--- config.mk ---
export PLATFORM = sky130hd
export DESIGN_NAME = lcd_sync_gen
export DESIGN_NICKNAME = d
export VERILOG_FILES = /design/src/rtl/lcd_tim_pkg.sv /design/src/rtl/lcd_rst_sync.sv /design/src/rtl/lcd_vtimer.sv /design/src/rtl/lcd_htimer.sv /design/src/rtl/lcd_packer.sv /design/src/rtl/lcd_sync_gen.sv
export SDC_FILE = /design/constraint.sdc
export NUM_CORES = 1
export LEC_CHECK = 0
export BUFFER_PORTS_ARGS = -buffer_cell sky130_fd_sc_hd__buf_2
export CORE_MARGIN = 2
export CORE_UTILIZATION = 55
export DETAILED_ROUTE_END_ITERATION = 8
export PLACE_DENSITY_LB_ADDON = 0.2
export SLEW_MARGIN = 20
export SYNTH_ARGS = -nofsm -noshare
export SYNTH_HDL_FRONTEND = slang
export SYNTH_HIERARCHICAL = 1
export SYNTH_SLANG_ARGS = --single-unit
--- constraint.sdc ---
create_clock -name clk -period 2.1 [get_ports clk]
set_input_delay 0.42 -clock clk [delete_from_list [all_inputs] [get_ports clk]]
set_output_delay 0.42 -clock clk [all_outputs]
set_load 0.005 [all_outputs]
--- src/rtl/lcd_tim_pkg.sv ---
package lcd_tim_pkg;
  localparam int BYTE_W = 8;
  localparam int WORD_W = 2 * BYTE_W;
  typedef logic [BYTE_W-1:0] pix_t;
  typedef logic [WORD_W-1:0] word_t;
endpackage

--- src/rtl/lcd_rst_sync.sv ---
module lcd_rst_sync (
  input  logic clk,
  input  logic rst_n,
  output logic rst_sync_n
);
  logic meta_q;

  always_ff @(posedge clk or negedge rst_n) begin
    if (!rst_n) begin
      meta_q     <= 1'b0;
      rst_sync_n <= 1'b0;
    end else begin
      meta_q     <= 1'b1;
      rst_sync_n <= meta_q;
    end
  end
endmodule

--- src/rtl/lcd_vtimer.sv ---
module lcd_vtimer #(
  parameter int H_TOTAL      = 1224,
  parameter int V_LINES      = 241,
  parameter int V_SYNC_LINES = 3
) (
  input  logic clk,
  input  logic rst_n,
  input  logic en,
  output logic run,
  output logic vsync_n
);
  localparam int V_TOTAL = H_TOTAL * V_LINES;
  localparam int V_SYNC  = V_SYNC_LINES * H_TOTAL;
  localparam int VW      = $clog2(V_TOTAL + 1);
  localparam logic [VW-1:0] V_LAST = VW'(V_TOTAL - 1);
  localparam logic [VW-1:0] V_SW   = VW'(V_SYNC);

  logic [VW-1:0] cnt_q, cnt_d;
  logic          run_d;

  always_comb begin
    run_d = en;
    cnt_d = cnt_q;
    if (!en)
      cnt_d = '0;
    else if (run)
      cnt_d = (cnt_q == V_LAST) ? '0 : cnt_q + VW'(1);
  end

  always_ff @(posedge clk or negedge rst_n) begin
    if (!rst_n) begin
      run   <= 1'b0;
      cnt_q <= '0;
    end else begin
      run   <= run_d;
      cnt_q <= cnt_d;
    end
  end

  assign vsync_n = !(run && (cnt_q < V_SW));
endmodule

--- src/rtl/lcd_htimer.sv ---
module lcd_htimer #(
  parameter int H_TOTAL  = 1224,
  parameter int H_SYNC   = 90,
  parameter int H_DELAY  = 204,
  parameter int H_ACTIVE = 960,
  parameter int V_LINES  = 241,
  parameter int V_BLANK  = 1
) (
  input  logic clk,
  input  logic rst_n,
  input  logic en,
  input  logic start,
  output logic hsync_n,
  output logic win
);
  localparam int HW = $clog2(H_TOTAL + 1);
  localparam int LW = $clog2(V_LINES + 1);
  localparam logic [HW-1:0] H_LAST  = HW'(H_TOTAL - 1);
  localparam logic [HW-1:0] H_SW    = HW'(H_SYNC);
  localparam logic [HW-1:0] W_OPEN  = HW'(H_DELAY);
  localparam logic [HW-1:0] W_CLOSE = HW'(H_DELAY + H_ACTIVE);
  localparam logic [LW-1:0] L_LAST  = LW'(V_LINES - 1);
  localparam logic [LW-1:0] L_FIRST = LW'(V_BLANK);

  logic [HW-1:0] hcnt_q, hcnt_d;
  logic [LW-1:0] line_q, line_d;
  logic          run_q, run_d;
  logic          eol;

  assign eol = run_q && (hcnt_q == H_LAST);

  always_comb begin
    run_d  = en && start;
    hcnt_d = hcnt_q;
    line_d = line_q;
    if (!en) begin
      hcnt_d = '0;
      line_d = '0;
    end else if (run_q) begin
      hcnt_d = eol ? '0 : hcnt_q + HW'(1);
      if (eol)
        line_d = (line_q == L_LAST) ? '0 : line_q + LW'(1);
    end
  end

  always_ff @(posedge clk or negedge rst_n) begin
    if (!rst_n) begin
      run_q  <= 1'b0;
      hcnt_q <= '0;
      line_q <= '0;
    end else begin
      run_q  <= run_d;
      hcnt_q <= hcnt_d;
      line_q <= line_d;
    end
  end

  assign hsync_n = !(run_q && (hcnt_q < H_SW));
  assign win     = run_q && (line_q >= L_FIRST) &&
                   (hcnt_q >= W_OPEN) && (hcnt_q < W_CLOSE);
endmodule

--- src/rtl/lcd_packer.sv ---
module lcd_packer
  import lcd_tim_pkg::*;
(
  input  logic  clk,
  input  logic  rst_n,
  input  logic  win,
  input  word_t word_data,
  input  logic  word_valid,
  output logic  word_ready,
  output pix_t  pix_byte
);
  logic phase_q, phase_d;
  pix_t hold_q;
  logic take;

  assign word_ready = win && !phase_q;
  assign take       = word_ready && word_valid;

  always_comb begin
    phase_d = 1'b0;
    if (win && !phase_q && word_valid)
      phase_d = 1'b1;
  end

  always_ff @(posedge clk or negedge rst_n) begin
    if (!rst_n)
      phase_q <= 1'b0;
    else
      phase_q <= phase_d;
  end

  always_ff @(posedge clk or negedge rst_n) begin
    if (!rst_n)
      hold_q <= '0;
    else if (take)
      hold_q <= word_data[WORD_W-1:BYTE_W];
  end

  always_comb begin
    pix_byte = '0;
    if (win) begin
      if (phase_q)
        pix_byte = hold_q;
      else if (word_valid)
        pix_byte = word_data[BYTE_W-1:0];
    end
  end
endmodule

--- src/rtl/lcd_sync_gen.sv ---
module lcd_sync_gen #(
  parameter int H_TOTAL      = 1224,
  parameter int H_SYNC       = 90,
  parameter int H_DELAY      = 204,
  parameter int H_ACTIVE     = 960,
  parameter int V_LINES      = 241,
  parameter int V_BLANK      = 1,
  parameter int V_SYNC_LINES = 3
) (
  input  logic        clk,
  input  logic        rst_n,
  input  logic        en,
  input  logic [15:0] word_data,
  input  logic        word_valid,
  output logic        word_ready,
  output logic        hsync_n,
  output logic        vsync_n,
  output logic        de,
  output logic [7:0]  pix_byte
);
  logic rst_i_n;
  logic v_run;
  logic win;

  lcd_rst_sync u_rst (
    .clk        (clk),
    .rst_n      (rst_n),
    .rst_sync_n (rst_i_n)
  );

  lcd_vtimer #(
    .H_TOTAL      (H_TOTAL),
    .V_LINES      (V_LINES),
    .V_SYNC_LINES (V_SYNC_LINES)
  ) u_vt (
    .clk     (clk),
    .rst_n   (rst_i_n),
    .en      (en),
    .run     (v_run),
    .vsync_n (vsync_n)
  );

  lcd_htimer #(
    .H_TOTAL  (H_TOTAL),
    .H_SYNC   (H_SYNC),
    .H_DELAY  (H_DELAY),
    .H_ACTIVE (H_ACTIVE),
    .V_LINES  (V_LINES),
    .V_BLANK  (V_BLANK)
  ) u_ht (
    .clk     (clk),
    .rst_n   (rst_i_n),
    .en      (en),
    .start   (v_run),
    .hsync_n (hsync_n),
    .win     (win)
  );

  lcd_packer u_pk (
    .clk        (clk),
    .rst_n      (rst_i_n),
    .win        (win),
    .word_data  (word_data),
    .word_valid (word_valid),
    .word_ready (word_ready),
    .pix_byte   (pix_byte)
  );

  assign de = win;
endmodule

==> flow_summary.html, run 1 <==
<table>
<tr><th>Metric</th><th>Value</th></tr>
<tr><th colspan="2">Worst setup path</th></tr>
<tr><td>Category of the most critical setup path</td><td>reg -&gt; out</td></tr>
<tr><td>Data arrival time at the worst-slack endpoint</td><td>1.95 ns</td></tr>
<tr><td>Delay contributed by the slowest stage of the critical path</td><td>0.56 ns</td></tr>
<tr><td>Crit Path Max Fanout</td><td>2</td></tr>
<tr><td>Required time worst endpoint</td><td>1.68 ns</td></tr>
<tr><td>Critical path startpoint category</td><td>flip-flop</td></tr>
<tr><td>CP Capture Type</td><td>output port</td></tr>
<tr><td>Crit path max-delay cell type</td><td>sky130_fd_sc_hd__or4_4</td></tr>
<tr><td>Cell chain of the critical path</td><td>or4_4 -&gt; nor2_2 -&gt; nand2_1 -&gt; or4_1 -&gt; buf_2</td></tr>
<tr><th colspan="2">GRT</th></tr>
<tr><td>Pin count of the biggest net entering global routing</td><td>50</td></tr>
<tr><td>Initial antenna violation count</td><td>0</td></tr>
<tr><td>Wire length of the first global-routing pass</td><td>10270 microns</td></tr>
<tr><td>GRT Util Overall</td><td>21.72%</td></tr>
<tr><td>Total grt overflow</td><td>0</td></tr>
<tr><td>Vias in the first global route</td><td>2239</td></tr>
<tr><th colspan="2">Clocking</th></tr>
<tr><td>H-tree Lvls</td><td>2</td></tr>
<tr><td>Number of buffers added by the clock tree synthesis step</td><td>5</td></tr>
<tr><td>Worst-path clk slew</td><td>0.09 ns</td></tr>
<tr><td>Bufs on Longest Clock Path</td><td>2</td></tr>
<tr><td>Clock root cell</td><td>sky130_fd_sc_hd__clkbuf_8</td></tr>
<tr><td>Source-to-sink clock delay at the later pin of the worst-skew pair</td><td>0.30 ns</td></tr>
<tr><td>TritonCTS clock tree</td><td>yes</td></tr>
<tr><td>Num Clock Sinks</td><td>51</td></tr>
<tr><th colspan="2">Floorplan</th></tr>
<tr><td>Core Footprint</td><td>0.005042 sq mm</td></tr>
<tr><td>Horiz. Die Dim</td><td>76.04 microns</td></tr>
<tr><td>Row cnt</td><td>26</td></tr>
<tr><td>Full die area</td><td>0.005781 sq mm</td></tr>
<tr><td>Die H</td><td>76.04 microns</td></tr>
<tr><td>Initial standard-cell utilization of the core</td><td>56.60%</td></tr>
<tr><td>Top-level I/O count</td><td>32</td></tr>
<tr><th colspan="2">Pwr</th></tr>
<tr><td>Proportion of power drawn by combinational gates</td><td>5.8%</td></tr>
<tr><td>PwrDens</td><td>507.2 mW/mm^2</td></tr>
<tr><td>Portion of total power attributed to sequential cells</td><td>56.6%</td></tr>
<tr><td>Power, Total</td><td>0.001765 W</td></tr>
<tr><td>Design internal power</td><td>0.001379 W</td></tr>
<tr><td>Fraction of power spent switching nets</td><td>21.86%</td></tr>
<tr><td>Leakage power total</td><td>1.590 nW</td></tr>
<tr><td>Max rail drop VDD</td><td>0.0005723 V</td></tr>
<tr><td>NetSw</td><td>0.0003858 W</td></tr>
<tr><td>Clock share of power</td><td>37.6%</td></tr>
<tr><th colspan="2">Yosys</th></tr>
<tr><td>Warning count from the yosys run</td><td>6</td></tr>
<tr><td>Portion of synthesized cell area occupied by the leading cell type</td><td>44.72%</td></tr>
<tr><td>Number of storage elements in the synthesis netlist</td><td>51</td></tr>
<tr><td>Number of flops mapped to enable cells by yosys</td><td>0</td></tr>
<tr><td>Number of distinct library cells after synthesis</td><td>47</td></tr>
<tr><td>Syn avg cell area</td><td>9.327 sq um</td></tr>
<tr><td>Gate count after technology mapping</td><td>306</td></tr>
<tr><td>Post-synthesis instance area</td><td>0.002854 sq mm</td></tr>
<tr><td>Total nets after synthesis</td><td>332</td></tr>
<tr><td>Most used flip-flop cell after synthesis</td><td>sky130_fd_sc_hd__dfrtp_1</td></tr>
<tr><td>Main area contributors after synthesis</td><td>sky130_fd_sc_hd__dfrtp_1 45%, sky130_fd_sc_hd__nor2_1 4.3%, sky130_fd_sc_hd__nand2_1 4.2%</td></tr>
<tr><td>Library cell occupying the most area in the post-synthesis netlist</td><td>sky130_fd_sc_hd__dfrtp_1</td></tr>
<tr><td>Async S/R FF share, synth</td><td>100.0%</td></tr>
<tr><td>Post-synthesis sequential area ratio</td><td>44.72%</td></tr>
<tr><th colspan="2">Layout</th></tr>
<tr><td>Summed area of non-filler cells in the final layout</td><td>0.003480 sq mm</td></tr>
<tr><td>Nets</td><td>388</td></tr>
<tr><td>Growth of design area from synthesis to finish</td><td>21.92%</td></tr>
<tr><td>Diodes inserted</td><td>0</td></tr>
<tr><td>Share of layout cells above drive strength 1</td><td>28.45%</td></tr>
<tr><th colspan="2">Drt</th></tr>
<tr><td>Average vias per placed instance</td><td>5.581</td></tr>
<tr><td>Vias</td><td>2411</td></tr>
<tr><td>Per-cell routed wire length</td><td>13.92 microns</td></tr>
<tr><td>Total DRC errors in the routed layout</td><td>0</td></tr>
<tr><td>Number of DRC markers in iteration 0</td><td>160</td></tr>
<tr><td>Detail Route Antenna Nets</td><td>0</td></tr>
<tr><td>Count of TritonRoute iterations in the first routing pass</td><td>4</td></tr>
<tr><td>Final routed wirelength across all metal layers</td><td>6015 microns</td></tr>
<tr><th colspan="2">Job</th></tr>
<tr><td>Max-cap check violation count</td><td>0</td></tr>
<tr><th colspan="2">Place</th></tr>
<tr><td>Final Wtd Congestion</td><td>0.8902</td></tr>
<tr><td>Detailed-placement wirelength estimate</td><td>4045 microns</td></tr>
<tr><td>Count of port buffers added during placement</td><td>31</td></tr>
<tr><td>Placed standard-cell area</td><td>0.003222 sq mm</td></tr>
<tr><th colspan="2">Timing</th></tr>
<tr><td>Worst Clk Skew</td><td>0.007359 ns</td></tr>
<tr><td>Total setup violations reported at the end of the flow</td><td>33</td></tr>
<tr><td>Worst slew pin tran</td><td>0.6001 ns</td></tr>
<tr><td>Setup repair after global routing missed its margin</td><td>true</td></tr>
<tr><td>F_max</td><td>421.5 MHz</td></tr>
<tr><td>Post-route worst setup slack</td><td>-0.2727 ns</td></tr>
<tr><td>Final count of pins violating max slew</td><td>0</td></tr>
<tr><td>Worst slew slack as a fraction of its limit</td><td>59.99%</td></tr>
<tr><td>Sum of negative setup slack</td><td>-3.765 ns</td></tr>
<tr><td>Final Hold Fails</td><td>0</td></tr>
<tr><td>Part of the cycle the worst path needs</td><td>113.0%</td></tr>
<tr><td>Final period demand of the worst path</td><td>2.373 ns</td></tr>
<tr><th colspan="2">Hold path</th></tr>
<tr><td>Worst hold path class</td><td>in -&gt; reg</td></tr>
<tr><th colspan="2">Status</th></tr>
<tr><td>Failing checks</td><td>setup timing</td></tr>
<tr><td>Outcome</td><td>finished with violations</td></tr>
</table>
## routing by layer
metal  up-vias  wire [microns]  track usage [%]
met4         0              27            4.909
met2        67            2886            35.80
li1       1189               -                -
met3         2             228            3.910
met1      1153            2873            30.29
met5         -               0                0
## what timing repair did
item                                   CTS  global route
pin swaps                                2             7
cloned                                   1             0
hold buffers                             1             0
setup buffers                            3             2
setup endpoints to repair               20            25
gates resized for setup                 21            13
endpoints found under the hold margin    2             0
## power by group through the flow
stage               registers [W]  clock network (W)   logic, W
finish                   0.000998           0.000664   0.000102
global route              0.00100           0.000732   0.000116
CTS                      0.000999           0.000689   0.000103
detailed placement        0.00102                  0  0.0000998
global placement          0.00102                  0  0.0000980
floorplan                 0.00103                  0  0.0000433
## path summary, 6_finish.rpt
path	startpoint	endpoint	slack [ns]	cells after the start
worst max register to register	u_ht/hcnt_q[5]$_DFFE_PN0P_	u_ht/line_q[7]$_DFFE_PN0P_	-0.13	5
worst min-delay path	en	u_vt/run$_DFF_PN0_	0.33	1
worst max-delay path	u_vt/cnt_q[12]$_DFFE_PN0P_	vsync_n	-0.27	5
worst min register to register	u_rst/rst_sync_n$_DFF_PN0_	u_vt/run$_DFF_PN0_	0.36	1
max in group asynchronous	u_rst/rst_sync_n$_DFF_PN0_	u_vt/cnt_q[4]$_DFFE_PN0P_	1.34	1
min in group asynchronous	u_rst/rst_sync_n$_DFF_PN0_	u_vt/run$_DFF_PN0_	0.36	1
## synthesized netlist by cell type (2+ instances only)
cell	count
sky130_fd_sc_hd__dfrtp_1	51
sky130_fd_sc_hd__nor2_1	33
sky130_fd_sc_hd__nand2_1	32
sky130_fd_sc_hd__nand3_1	22
sky130_fd_sc_hd__nand3b_1	13
sky130_fd_sc_hd__xnor2_1	11
sky130_fd_sc_hd__xor2_1	10
sky130_fd_sc_hd__a21boi_0	9
sky130_fd_sc_hd__clkbuf_1	9
sky130_fd_sc_hd__nand4_1	9
sky130_fd_sc_hd__mux2_2	8
sky130_fd_sc_hd__inv_1	7
sky130_fd_sc_hd__o21ai_0	7
sky130_fd_sc_hd__a21oi_1	6
sky130_fd_sc_hd__ha_1	6
sky130_fd_sc_hd__nor4_1	6
sky130_fd_sc_hd__and3_1	5
sky130_fd_sc_hd__or3_1	5
sky130_fd_sc_hd__nand2b_1	4
sky130_fd_sc_hd__nor2b_1	4
sky130_fd_sc_hd__nor3_1	4
sky130_fd_sc_hd__o21ai_1	4
sky130_fd_sc_hd__or4_1	4
sky130_fd_sc_hd__and2_1	3
sky130_fd_sc_hd__buf_2	3
sky130_fd_sc_hd__buf_4	3
sky130_fd_sc_hd__nor3b_1	3
sky130_fd_sc_hd__nor4b_1	3
sky130_fd_sc_hd__a211o_1	2
sky130_fd_sc_hd__a21boi_1	2
sky130_fd_sc_hd__or4b_1	2
## critical path, delay by kind of cell, from the launching register on
| family | cells | cell delay, ns |
|---|---|---|
| and+or+nand+nor | 4 | 1.12 |
| buffers and inverters | 1 | 0.14 |
| DFF | 1 | 0.40 |
## area by class of cell
class	instances	area, sq um
multi-input combinational	233	1565
fill	386	1563
sequential	51	1277
timing repair buffer	64	416.7
tap	70	87.58
clock buffer	5	68.82
clock inverter	2	37.54
inverter	7	26.28
## layout by cell type, fill, tap and decap left out, drive strengths merged, types with 10 or more instances in the layout
cell type,count
xnor2,11
nand3,22
nand4,10
nand3b,14
nor2,33
nand2,32
a21boi,11
xor2,10
o21ai,11
dfrtp,51
buf,63
## sequential cells by signal (all words and copies together), names as in the netlist
| name | flops |
|---|---|
| u_rst/meta_q | 1 |
| u_ht/run_q | 1 |
| u_ht/hcnt_q | 11 |
| u_ht/line_q | 8 |
| u_rst/rst_sync_n | 1 |
| u_pk/phase_q | 1 |
| u_vt/run | 1 |
| u_pk/hold_q | 8 |
| u_vt/cnt_q | 19 |
## kinds of logic after synthesis
family / after synthesis / synth area share, %
adder cells (fa/ha/maj): 6 / 2.630
flip-flops: 51 / 44.72
buffers and inverters: 22 / 3.419
AO/OA/AOI/OAI: 38 / 8.768
multiplexers: 9 / 3.507
other: 1 / 0.1314
XOR/XNOR: 21 / 6.444
AND/OR/NAND/NOR: 158 / 30.38
## metrics by stage
step	worst slack [ns]	util, %	std cells	hold slack, ns
4_1_cts	-0.3119	67.62	430	0.3225
3_5_place_dp	-0.03470	63.90	418	0.2080
6_report	-0.2727	69.01	432	0.3304
5_1_grt	-0.3906	69.01	432	0.3273
2_1_floorplan	-0.01292	-	306	0.1244
3_3_place_gp	0.02305	63.90	418	0.2056
Power figures use the tool's default switching activity.
==> run 2: changes to the inputs <==
Settings changed: ABC_AREA set to 1.
==> run 2 against run 1 <==
Against the previous run: the flow still finishes with violations (setup timing); worst hold slack improved by 0.030 ns; maximum frequency increased by 1.2%; critical path type unchanged; cell area is 10% higher; utilization is 4.0 points lower; global-route usage is 3.1 points higher.
==> flow_summary.html, run 2 <==
<table>
<tr><th>Metric</th><th>Value</th></tr>
<tr><th colspan="2">Status</th></tr>
<tr><td>Outcome</td><td>finished with violations (unchanged)</td></tr>
<tr><td>Failing checks</td><td>setup timing (unchanged)</td></tr>
<tr><th colspan="2">Layout</th></tr>
<tr><td>Number of flip-flops under the largest register name</td><td>19 (unchanged)</td></tr>
<tr><td>Share of layout cells above drive strength 1</td><td>22.78% (was 28.45%)</td></tr>
<tr><td>Number of cells in the finished layout apart from fillers</td><td>593 (was 432)</td></tr>
<tr><td>Number of fill cells</td><td>538 (was 386)</td></tr>
<tr><td>Multi-input combinational cell area</td><td>0.001782 sq mm (was 0.001565 sq mm)</td></tr>
<tr><td>Biggest register</td><td>u_vt/cnt_q (unchanged)</td></tr>
<tr><td>Register area</td><td>0.001280 sq mm (was 0.001277 sq mm)</td></tr>
<tr><td>Nets</td><td>543 (was 388)</td></tr>
<tr><td>Most frequent cells in the layout</td><td>133 x sky130_fd_sc_hd__nand2_1, 56 x sky130_fd_sc_hd__nor2_1, 48 x sky130_fd_sc_hd__dfrtp_1 (was 50 x sky130_fd_sc_hd__dfrtp_1, 32 x sky130_fd_sc_hd__nand2_1, 32 x sky130_fd_sc_hd__nor2_1)</td></tr>
<tr><td>Leading cell type in the layout, fill and taps excluded</td><td>sky130_fd_sc_hd__nand2_1 (was sky130_fd_sc_hd__dfrtp_1)</td></tr>
<tr><td>Growth of design area from synthesis to finish</td><td>14.82% (was 21.92%)</td></tr>
<tr><td>Diodes inserted</td><td>0 (unchanged)</td></tr>
<tr><td>Largest registers</td><td>u_vt/cnt_q (19), u_ht/hcnt_q (11) (unchanged)</td></tr>
<tr><th colspan="2">Clocking</th></tr>
<tr><td>H-tree Lvls</td><td>2 (unchanged)</td></tr>
<tr><td>Clock root cell</td><td>sky130_fd_sc_hd__clkbuf_8 (unchanged)</td></tr>
<tr><td>Number of buffers added by the clock tree synthesis step</td><td>5 (unchanged)</td></tr>
<tr><td>Bufs on Longest Clock Path</td><td>2 (unchanged)</td></tr>
<tr><td>TritonCTS clock tree</td><td>yes (unchanged)</td></tr>
<tr><td>Source-to-sink clock delay at the later pin of the worst-skew pair</td><td>0.31 ns (was 0.30 ns)</td></tr>
<tr><td>Worst-path clk slew</td><td>0.10 ns (was 0.09 ns)</td></tr>
<tr><td>Num Clock Sinks</td><td>51 (unchanged)</td></tr>
<tr><th colspan="2">Yosys</th></tr>
<tr><td>Library cell occupying the most area in the post-synthesis netlist</td><td>sky130_fd_sc_hd__dfrtp_1 (unchanged)</td></tr>
<tr><td>Total nets after synthesis</td><td>492 (was 332)</td></tr>
<tr><td>Post-synthesis sequential area ratio</td><td>38.27% (was 44.72%)</td></tr>
<tr><td>Post-synthesis instance area</td><td>0.003334 sq mm (was 0.002854 sq mm)</td></tr>
<tr><td>Number of storage elements in the synthesis netlist</td><td>51 (unchanged)</td></tr>
<tr><td>Number of flops mapped to enable cells by yosys</td><td>0 (unchanged)</td></tr>
<tr><td>Most used flip-flop cell after synthesis</td><td>sky130_fd_sc_hd__dfrtp_1 (unchanged)</td></tr>
<tr><td>Most common library cells after synthesis</td><td>137 x sky130_fd_sc_hd__nand2_1, 59 x sky130_fd_sc_hd__nor2_1, 51 x sky130_fd_sc_hd__dfrtp_1, 46 x sky130_fd_sc_hd__inv_1, 40 x sky130_fd_sc_hd__nand3_1 (was 51 x sky130_fd_sc_hd__dfrtp_1, 33 x sky130_fd_sc_hd__nor2_1, 32 x sky130_fd_sc_hd__nand2_1, 22 x sky130_fd_sc_hd__nand3_1, 13 x sky130_fd_sc_hd__nand3b_1)</td></tr>
<tr><td>Portion of synthesized cell area occupied by the leading cell type</td><td>38.27% (was 44.72%)</td></tr>
<tr><td>Warning count from the yosys run</td><td>6 (unchanged)</td></tr>
<tr><td>Gate count after technology mapping</td><td>466 (was 306)</td></tr>
<tr><td>Leading cell type by number of instances after synthesis</td><td>sky130_fd_sc_hd__nand2_1 (was sky130_fd_sc_hd__dfrtp_1)</td></tr>
<tr><td>Number of distinct library cells after synthesis</td><td>35 (was 47)</td></tr>
<tr><td>Async S/R FF share, synth</td><td>100.0% (unchanged)</td></tr>
<tr><td>Syn avg cell area</td><td>7.155 sq um (was 9.327 sq um)</td></tr>
<tr><td>Main area contributors after synthesis</td><td>sky130_fd_sc_hd__dfrtp_1 38%, sky130_fd_sc_hd__nand2_1 15%, sky130_fd_sc_hd__nor2_1 6.6% (was sky130_fd_sc_hd__dfrtp_1 45%, sky130_fd_sc_hd__nor2_1 4.3%, sky130_fd_sc_hd__nand2_1 4.2%)</td></tr>
<tr><th colspan="2">Job</th></tr>
<tr><td>Max-cap check violation count</td><td>0 (unchanged)</td></tr>
<tr><th colspan="2">Drt</th></tr>
<tr><td>Per-cell routed wire length</td><td>13.54 microns (was 13.92 microns)</td></tr>
<tr><td>Average vias per placed instance</td><td>5.472 (was 5.581)</td></tr>
<tr><td>Vias</td><td>3245 (was 2411)</td></tr>
<tr><td>Total DRC errors in the routed layout</td><td>0 (unchanged)</td></tr>
<tr><td>Number of DRC markers in iteration 0</td><td>186 (was 160)</td></tr>
<tr><td>Count of TritonRoute iterations in the first routing pass</td><td>5 (was 4)</td></tr>
<tr><td>Detail Route Antenna Nets</td><td>0 (unchanged)</td></tr>
<tr><td>Final routed wirelength across all metal layers</td><td>8031 microns (was 6015 microns)</td></tr>
<tr><th colspan="2">Timing</th></tr>
<tr><td>Worst slew slack as a fraction of its limit</td><td>58.03% (was 59.99%)</td></tr>
<tr><td>Sum of negative setup slack</td><td>-1.957 ns (was -3.765 ns)</td></tr>
<tr><td>Setup repair after global routing missed its margin</td><td>true (unchanged)</td></tr>
<tr><td>Worst slew pin tran</td><td>0.6295 ns (was 0.6001 ns)</td></tr>
<tr><td>Post-route worst setup slack</td><td>-0.2436 ns (was -0.2727 ns)</td></tr>
<tr><td>Part of the cycle the worst path needs</td><td>111.6% (was 113.0%)</td></tr>
<tr><td>Final period demand of the worst path</td><td>2.344 ns (was 2.373 ns)</td></tr>
<tr><td>Final Hold Fails</td><td>0 (unchanged)</td></tr>
<tr><td>F_max</td><td>426.7 MHz (was 421.5 MHz)</td></tr>
<tr><td>Worst Clk Skew</td><td>0.01296 ns (was 0.007359 ns)</td></tr>
<tr><td>Total setup violations reported at the end of the flow</td><td>10 (was 33)</td></tr>
<tr><td>Final count of pins violating max slew</td><td>0 (unchanged)</td></tr>
<tr><th colspan="2">Place</th></tr>
<tr><td>Cell total after placement</td><td>573 (was 418)</td></tr>
<tr><td>Detailed-placement wirelength estimate</td><td>5732 microns (was 4045 microns)</td></tr>
<tr><td>Count of port buffers added during placement</td><td>31 (unchanged)</td></tr>
<tr><td>Final Wtd Congestion</td><td>0.9317 (was 0.8902)</td></tr>
<tr><th colspan="2">Worst setup path</th></tr>
<tr><td>Data arrival time at the worst-slack endpoint</td><td>1.92 ns (was 1.95 ns)</td></tr>
<tr><td>Required time worst endpoint</td><td>1.68 ns (about the same)</td></tr>
<tr><td>CP Capture Type</td><td>output port (unchanged)</td></tr>
<tr><td>Critical path startpoint category</td><td>flip-flop (unchanged)</td></tr>
<tr><td>Crit Path Max Fanout</td><td>6 (was 2)</td></tr>
<tr><td>Category of the most critical setup path</td><td>reg -&gt; out (unchanged)</td></tr>
<tr><th colspan="2">Pwr</th></tr>
<tr><td>Max rail drop VDD</td><td>0.0003952 V (was 0.0005723 V)</td></tr>
<tr><td>PwrDens</td><td>492.8 mW/mm^2 (was 507.2 mW/mm^2)</td></tr>
<tr><td>Leakage power total</td><td>1.888 nW (was 1.590 nW)</td></tr>
<tr><th colspan="2">Floorplan</th></tr>
<tr><td>Top-level I/O count</td><td>32 (unchanged)</td></tr>
<tr><td>Die H</td><td>81.86 microns (was 76.04 microns)</td></tr>
<tr><td>Initial standard-cell utilization of the core</td><td>56.65% (was 56.60%)</td></tr>
<tr><td>Full die area</td><td>0.006701 sq mm (was 0.005781 sq mm)</td></tr>
<tr><td>Row cnt</td><td>28 (was 26)</td></tr>
<tr><td>Core Footprint</td><td>0.005886 sq mm (was 0.005042 sq mm)</td></tr>
<tr><td>Horiz. Die Dim</td><td>81.86 microns (was 76.04 microns)</td></tr>
<tr><th colspan="2">Hold path</th></tr>
<tr><td>Worst hold path class</td><td>reg -&gt; async (was in -&gt; reg)</td></tr>
<tr><th colspan="2">GRT</th></tr>
<tr><td>GRT Util Overall</td><td>24.79% (was 21.72%)</td></tr>
<tr><td>Vias in the first global route</td><td>2905 (was 2239)</td></tr>
<tr><td>Initial antenna violation count</td><td>0 (unchanged)</td></tr>
<tr><td>Pin count of the biggest net entering global routing</td><td>50 (unchanged)</td></tr>
<tr><td>Wire length of the first global-routing pass</td><td>13030 microns (was 10270 microns)</td></tr>
<tr><td>Total grt overflow</td><td>0 (unchanged)</td></tr>
</table>
## run 2: cell type report
type / count / share of cell area [%]
Clock buffer: 6 / 2.157
Inverter: 57 / 5.719
Sequential cell: 51 / 33.43
Multi-Input combinational cell: 349 / 46.54
Clock inverter: 2 / 0.9150
Tap cell: 75 / 2.451
Timing Repair Buffer: 53 / 8.791
## run 2: cell families after synthesis
logic type / after synthesis / synth area share [%]
xor gates and xnor gates: 3 / 0.7881
AOI/OAI and AO/OA: 37 / 6.529
adders and majority gates: 6 / 2.251
DFF: 51 / 38.27
buffers and inverters: 66 / 9.268
other: 1 / 0.1125
and+or+nand+nor: 302 / 42.78
## run 2: worst max-delay path, stage by stage, from the launching register on
cell and delay (ns):
sky130_fd_sc_hd__dfrtp_2 0.47, sky130_fd_sc_hd__inv_2 0.08, sky130_fd_sc_hd__ha_2 0.15, sky130_fd_sc_hd__nand4_1 0.08, sky130_fd_sc_hd__o211ai_1 0.27, sky130_fd_sc_hd__nor2_2 0.12
sky130_fd_sc_hd__buf_6 0.15, sky130_fd_sc_hd__nand4_1 0.11, sky130_fd_sc_hd__nand2_1 0.07, sky130_fd_sc_hd__buf_2 0.13
## run 2: path summary, 6_finish.rpt
kind	startpoint	end	slack, ns	cells past startpoint
setup / recovery	u_ht/line_q[0]$_DFFE_PN0P_	pix_byte[1]	-0.24	9
hold / removal	u_rst/rst_sync_n$_DFF_PN0_	u_ht/line_q[2]$_DFFE_PN0P_	0.36	1
setup reg to reg	u_ht/line_q[0]$_DFFE_PN0P_	u_pk/hold_q[1]$_DFFE_PN0P_	0.34	9
hold reg to reg	u_rst/rst_sync_n$_DFF_PN0_	u_ht/line_q[2]$_DFFE_PN0P_	0.36	1
max in group asynchronous	u_rst/rst_sync_n$_DFF_PN0_	u_ht/line_q[0]$_DFFE_PN0P_	1.29	1
min in group clk	u_rst/meta_q$_DFF_PN0_	u_rst/rst_sync_n$_DFF_PN0_	0.36	0
## run 2: metrics by stage
step	area (sq um)	hold slack (ns)	setup WS [ns]	utilization, %	total power, W
2_1_floorplan	3334	0.1244	0.2140	-	0.001144
3_3_place_gp	3566	0.2058	0.1448	60.59	0.001192
3_5_place_dp	3566	0.2073	0.04133	60.59	0.001195
4_1_cts	3770	0.3636	-0.1942	64.05	0.001907
5_1_grt	3829	0.3669	-0.3456	65.05	0.001973
6_report	3829	0.3606	-0.2436	65.05	0.001887
## run 2: power by group
| part | internal, W | leakage, nW | total [W] | switching [W] |
|---|---|---|---|---|
| registers | 0.00100 | 0.697 | 0.00103 | 0.0000300 |
| clock network | 0.000386 | 0.0612 | 0.000710 | 0.000324 |
| logic | 0.0000479 | 1.13 | 0.000144 | 0.0000958 |
## run 2: repair_timing
| item | 4_1_cts | 5_1_grt |
|---|---|---|
| setup buffers | 8 | 3 |
| setup endpoints to repair | 10 | 10 |
| hold endpoints to repair | 2 | 0 |
| hold buffers | 1 | 0 |
| pin swaps | 8 | 7 |
| gates resized for setup | 7 | 13 |
## run 2: per-layer routing
layer	global-route usage (%)	vias to the layer above	share of wire, %
met5	0	-	0
met4	7.167	0	1.8
met3	4.176	15	6.6
met2	41.87	118	47
met1	32.66	1507	45
li1	-	1605	-
